===== src/rtl/sreq_pkg.sv =====
package sreq_pkg;
  localparam int ADDR_W = 2;

  typedef enum logic [ADDR_W-1:0] {
    REG_PORT = 2'd0,
    REG_IRQ  = 2'd1,
    REG_IEN  = 2'd2
  } reg_addr_e;

  localparam int BIT_PWR  = 0;
  localparam int BIT_SUSP = 1;
  localparam int BIT_CONN = 2;
  localparam int BIT_SREQ = 0;
  localparam int BIT_IEN  = 0;

  // True when a measured length in ms lies inside the accepted window.
  function automatic logic in_window(input int unsigned ms,
                                     input int unsigned lo,
                                     input int unsigned hi);
    return (ms >= lo) && (ms <= hi);
  endfunction

  // Saturating increment used by the millisecond counter.
  function automatic int unsigned sat_inc(input int unsigned v,
                                          input int unsigned lim);
    return (v >= lim) ? lim : v + 1;
  endfunction
endpackage


===== src/rtl/sreq_regs.sv =====
module sreq_regs
  import sreq_pkg::*;
#(
  parameter int DATA_W = 8
) (
  input  logic              clk,
  input  logic              rst_n,
  input  logic              wr_en,
  input  logic [ADDR_W-1:0] wr_addr,
  input  logic [DATA_W-1:0] wr_data,
  input  logic [ADDR_W-1:0] rd_addr,
  output logic [DATA_W-1:0] rd_data,
  input  logic              set_sreq,
  input  logic              conn_in,
  output logic              pwr_q,
  output logic              susp_q,
  output logic              flag_q,
  output logic              ien_q
);
  logic wr_port, wr_irq, wr_ien;

  assign wr_port = wr_en && (wr_addr == REG_PORT);
  assign wr_irq  = wr_en && (wr_addr == REG_IRQ);
  assign wr_ien  = wr_en && (wr_addr == REG_IEN);

  always_ff @(posedge clk or negedge rst_n) begin
    if (!rst_n) begin
      pwr_q  <= 1'b0;
      susp_q <= 1'b0;
      ien_q  <= 1'b0;
    end else begin
      if (wr_port) begin
        pwr_q  <= wr_data[BIT_PWR];
        susp_q <= wr_data[BIT_SUSP];
      end
      if (wr_ien) ien_q <= wr_data[BIT_IEN];
    end
  end

  // A new request wins over a simultaneous clear so none is lost.
  always_ff @(posedge clk or negedge rst_n) begin
    if (!rst_n)                          flag_q <= 1'b0;
    else if (set_sreq)                   flag_q <= 1'b1;
    else if (wr_irq && wr_data[BIT_SREQ]) flag_q <= 1'b0;
  end

  always_comb begin
    rd_data = '0;
    case (rd_addr)
      REG_PORT: begin
        rd_data[BIT_PWR]  = pwr_q;
        rd_data[BIT_SUSP] = susp_q;
        rd_data[BIT_CONN] = conn_in;
      end
      REG_IRQ: rd_data[BIT_SREQ] = flag_q;
      REG_IEN: rd_data[BIT_IEN]  = ien_q;
      default: rd_data = '0;
    endcase
  end
endmodule


===== src/rtl/sreq_pulse_timer.sv =====
module sreq_pulse_timer
  import sreq_pkg::*;
#(
  parameter int MIN_MS = 4,
  parameter int MAX_MS = 11
) (
  input  logic clk,
  input  logic rst_n,
  input  logic arm,
  input  logic line_hi,
  input  logic ms_tick,
  output logic pulse_ok
);
  localparam int SAT   = MAX_MS + 1;
  localparam int CNT_W = $clog2(SAT + 1);

  logic [CNT_W-1:0] cnt_q;
  logic             line_q;
  logic             fall_w;

  assign fall_w   = arm && line_q && !line_hi;
  assign pulse_ok = fall_w && in_window(32'(cnt_q), MIN_MS, MAX_MS);

  always_ff @(posedge clk or negedge rst_n) begin
    if (!rst_n) begin
      cnt_q  <= '0;
      line_q <= 1'b0;
    end else if (!arm) begin
      cnt_q  <= '0;
      line_q <= 1'b0;
    end else begin
      line_q <= line_hi;
      if (!line_hi)     cnt_q <= '0;
      else if (ms_tick) cnt_q <= CNT_W'(sat_inc(32'(cnt_q), SAT));
    end
  end
endmodule


===== src/rtl/sreq_conn_mon.sv =====
module sreq_conn_mon (
  input  logic clk,
  input  logic rst_n,
  input  logic pwr,
  input  logic vbus_valid,
  input  logic line_hi,
  output logic connected
);
  always_ff @(posedge clk or negedge rst_n) begin
    if (!rst_n) connected <= 1'b0;
    else        connected <= pwr && vbus_valid && line_hi;
  end
endmodule


===== src/rtl/sess_req_detector.sv =====
module sess_req_detector
  import sreq_pkg::*;
#(
  parameter int DATA_W = 8,
  parameter int MIN_MS = 4,
  parameter int MAX_MS = 11
) (
  input  logic              clk,
  input  logic              rst_n,
  input  logic              ms_tick,
  input  logic              wr_en,
  input  logic [1:0]        wr_addr,
  input  logic [DATA_W-1:0] wr_data,
  input  logic [1:0]        rd_addr,
  output logic [DATA_W-1:0] rd_data,
  input  logic              vbus_valid,
  input  logic              line_dp,
  input  logic              line_dm,
  output logic              port_pwr_o,
  output logic              port_susp_o,
  output logic              connected_o,
  output logic              irq_o
);
  logic pwr_q, susp_q, flag_q, ien_q;
  logic line_hi_w, arm_w, pulse_ok_w, conn_w;

  assign line_hi_w = line_dp || line_dm;
  assign arm_w     = !pwr_q && !vbus_valid;

  sreq_regs #(.DATA_W(DATA_W)) u_regs (
    .clk(clk), .rst_n(rst_n),
    .wr_en(wr_en), .wr_addr(wr_addr), .wr_data(wr_data),
    .rd_addr(rd_addr), .rd_data(rd_data),
    .set_sreq(pulse_ok_w), .conn_in(conn_w),
    .pwr_q(pwr_q), .susp_q(susp_q), .flag_q(flag_q), .ien_q(ien_q)
  );

  sreq_pulse_timer #(.MIN_MS(MIN_MS), .MAX_MS(MAX_MS)) u_timer (
    .clk(clk), .rst_n(rst_n), .arm(arm_w), .line_hi(line_hi_w),
    .ms_tick(ms_tick), .pulse_ok(pulse_ok_w)
  );

  sreq_conn_mon u_conn (
    .clk(clk), .rst_n(rst_n), .pwr(pwr_q), .vbus_valid(vbus_valid),
    .line_hi(line_hi_w), .connected(conn_w)
  );

  assign port_pwr_o  = pwr_q;
  assign port_susp_o = susp_q;
  assign connected_o = conn_w;
  assign irq_o       = flag_q && ien_q;
endmodule


===== config.mk =====
export PLATFORM = sky130hd
export DESIGN_NAME = sess_req_detector
export DESIGN_NICKNAME = d
export VERILOG_FILES = /design/src/rtl/sreq_pkg.sv /design/src/rtl/sreq_regs.sv /design/src/rtl/sreq_pulse_timer.sv /design/src/rtl/sreq_conn_mon.sv /design/src/rtl/sess_req_detector.sv
export SDC_FILE = /design/constraint.sdc
export NUM_CORES = 1
export LEC_CHECK = 0
export BUFFER_PORTS_ARGS = -buffer_cell sky130_fd_sc_hd__buf_2
export CAP_MARGIN = 20
export CORE_MARGIN = 4
export CORE_UTILIZATION = 37
export DETAILED_ROUTE_END_ITERATION = 8
export PLACE_DENSITY = 0.72
export SYNTH_ARGS = -nofsm -noshare
export SYNTH_HDL_FRONTEND = slang
export SYNTH_HIERARCHICAL = 1
export SYNTH_SLANG_ARGS = --single-unit

===== constraint.sdc =====
create_clock -name clk -period 1.1 [get_ports clk]
set_input_delay 0.165 -clock clk [delete_from_list [all_inputs] [get_ports clk]]
set_output_delay 0.165 -clock clk [all_outputs]
set_load 0.03 [all_outputs]

==> run metrics <==
ant diodes 0; number of remaining DRC errors 0; Syn Area/Cell 10.82 µm²; crit path DAT 1.02 ns; DP Area 689.4 µm²; worst hold stages 2; clk buf depth 2; Worst Skew 0.003109 ns; kind of critical path reg2out; WL final 1395 µm; status finished, violations left; fmax 843.1 MHz; Slew Limit Fails 0; DR vias 492; synth unique cells 26; EDFF count, synth 0; synth-to-layout area growth 58.05%; area fraction of the dominant cell type after synthesis 45.35%; Critical Path RT 0.94 ns; Pint 0.0007231 W; Synth Instances 51; violated checks setup timing; RR Startpoint u_timer/cnt_q[2]$_DFFE_PN0P_; clock root buffer clkbuf_4; clk_lat worst skew 0.26 ns; Port Buf Inserts 19; DP HPWL 957.6 µm; initial antenna violation count 0; Die Ht 46.62 µm; register bit total from synthesis 10; die width 46.62 µm; Critical Path End Type output port; gr ovfl total 0; startpoint class of the critical path register; min cycle time layout 1.186 ns; sequential share of the synthesized area 45.35%; # IOs 31; routability cong. 0.6807; nets@finish 103; peak supply drop 0.0006531 V; synth warn 6; worst-path maximum fanout 2; vias per std cell 5.125; Die Area 2173 µm²; Iteration-0 DRC Markers 1; WL/cell 14.53 µm; largest net degree at the start of global routing 11; site row count 13; slack of the critical path -0.08609 ns; Synth Flop Type dfrtp_1; Power Dens Cells 1177 nW/µm²; leading area contributor after synthesis dfrtp_1; final setup TNS -0.2418 ns; Syn Std Cell Area 551.8 µm²; Post-synth ARST share 100.0%; Synth area leaders dfrtp_1 (45%), buf_4 (6.8%), ha_1 (4.5%); Gate power share 28.0%; Worst R2R Path Depth 4; Final Instance Area 872.1 µm²; clk slew on worst S/H paths 0.06 ns; RSZ-0062 raised after global routing true; htree depth 1; Seq pwr share 41.0%; layout cell share with drive strength beyond 1 58.02%; total iterations of the first detailed-routing run 2; Worst Hold Class in2reg; Sw Ratio 29.56%; all-layer global routing usage 14.64%; hold_sp wr_data[1]; clock sinks 10; Leakage 0.4311 nW; # setup viols final 6; sw power 0.0003034 W; first-pass GRT wire length 2132 µm; Initial Util 40.87%; vias in the first global route 519; power share of the clock group 30.9%; Fin. Hold Viols 0; TritonCTS Buffers 3; max-cap viol count 0; fin crit share 107.8%; CTS tree yes; Crit. Startpoint u_regs/pwr_q$_DFFE_PN0P_; antenna-violating nets left 0; Core Area 1350 µm²
==> synthesized netlist by cell type, types with 2 or more instances <==
library cell	instances
dfrtp_1	10
buf_4	5
nand3b_1	3
nor2_1	3
a311oi_1	2
and3_1	2
ha_1	2
inv_1	2
mux2_2	2
mux2i_1	2
nand2_1	2
nor3b_1	2
==> layout make-up <==
| type | instances | area, µm² |
|---|---|---|
| inverter | 2 | 7.507 |
| clock buffer | 4 | 36.28 |
| multi-input combinational | 38 | 366.6 |
| sequential | 10 | 250.2 |
| tap | 15 | 18.77 |
| timing repair buffer | 27 | 192.7 |
| fill | 114 | 478.0 |
==> timing repair <==
item	in CTS	in global routing
pin swaps	5	1
setup buffers	5	0
endpoints found under the setup margin	7	10
hold buffers	1	0
gates resized for setup	18	6
hold endpoints to repair	10	0
==> worst paths after layout <==
path / endpoint / slack [ns]
setup / recovery: rd_data[0] / -0.09
hold / removal: u_regs/susp_q$_DFFE_PN0P_ / 0.15
setup reg to reg: u_timer/cnt_q[3]$_DFFE_PN0P_ / -0.07
hold reg to reg: u_regs/ien_q$_DFFE_PN0P_ / 0.53
max in group asynchronous: u_conn/connected$_DFF_PN0_ / 0.58
min in group asynchronous: u_timer/cnt_q[0]$_DFFE_PN0P_ / 0.32
==> per-stage QoR <==
stage	total power [W]	hold WS, ns	util [%]	setup slack (ns)	cells
2_1_floorplan	0.0005845	-0.1306	-	-0.03979	55
3_3_place_gp	0.0006474	0.03585	51.07	0.0003063	86
3_5_place_dp	0.0006560	0.03810	51.07	-0.02788	86
4_1_cts	0.001031	0.1358	62.47	-0.1054	96
5_1_grt	0.001090	0.1331	64.60	-0.1785	96
6_report	0.001026	0.1453	64.60	-0.08609	96
==> sequential cells by signal, summed over array words and instances, names as in the netlist <==
name and flops:
u_conn/connected 1, u_timer/cnt_q 4, u_regs/ien_q 1, u_regs/pwr_q 1
u_regs/susp_q 1, u_timer/line_q 1, u_regs/flag_q 1
==> per-layer routing <==
layer  GRT usage, %  share of wire [%]  vias to the layer above
li1               -                  -                      232
met1          14.01                 36                      238
met2          27.75                 56                       20
met3          5.859                7.1                        2
met4          4.972               0.86                        0
met5              0                  0                        -
==> critical path: stages (launching register included) <==
cell     delay (ns)
dfrtp_1        0.39
mux2i_1        0.17
o21ai_2        0.07
buf_6          0.13
==> placed cells by master, fill, tap and decap left out, types with 2 or more instances in the layout <==
cell type / count
nand3b_1: 3
inv_1: 2
mux2_2: 2
dfrtp_1: 10
buf_4: 6
clkbuf_4: 3
conb_1: 5
nor3b_4: 2
buf_6: 6
a311oi_2: 2
buf_2: 14
mux2i_1: 2
==> power by group through the flow <==
stage               logic [W]  clock network (W)  registers, W
global placement     0.000217                  0      0.000430
global route         0.000308           0.000358      0.000424
detailed placement   0.000224                  0      0.000432
floorplan            0.000123                  0      0.000461
finish               0.000288           0.000317      0.000421
CTS                  0.000280           0.000331      0.000420
==> logic make-up (layout without fill, tap and decap cells) <==
logic type | after synthesis | count (layout) | share of synthesized area, %
and+or+nand+nor | 19 | 19 | 22.68
DFF | 10 | 10 | 45.35
AOI/OAI and AO/OA | 7 | 7 | 8.844
buffers and inverters | 7 | 33 | 8.164
muxes | 5 | 5 | 9.750
adders and majority gates | 2 | 2 | 4.534
other | 1 | 5 | 0.6796
Power figures use the tool's default switching activity.
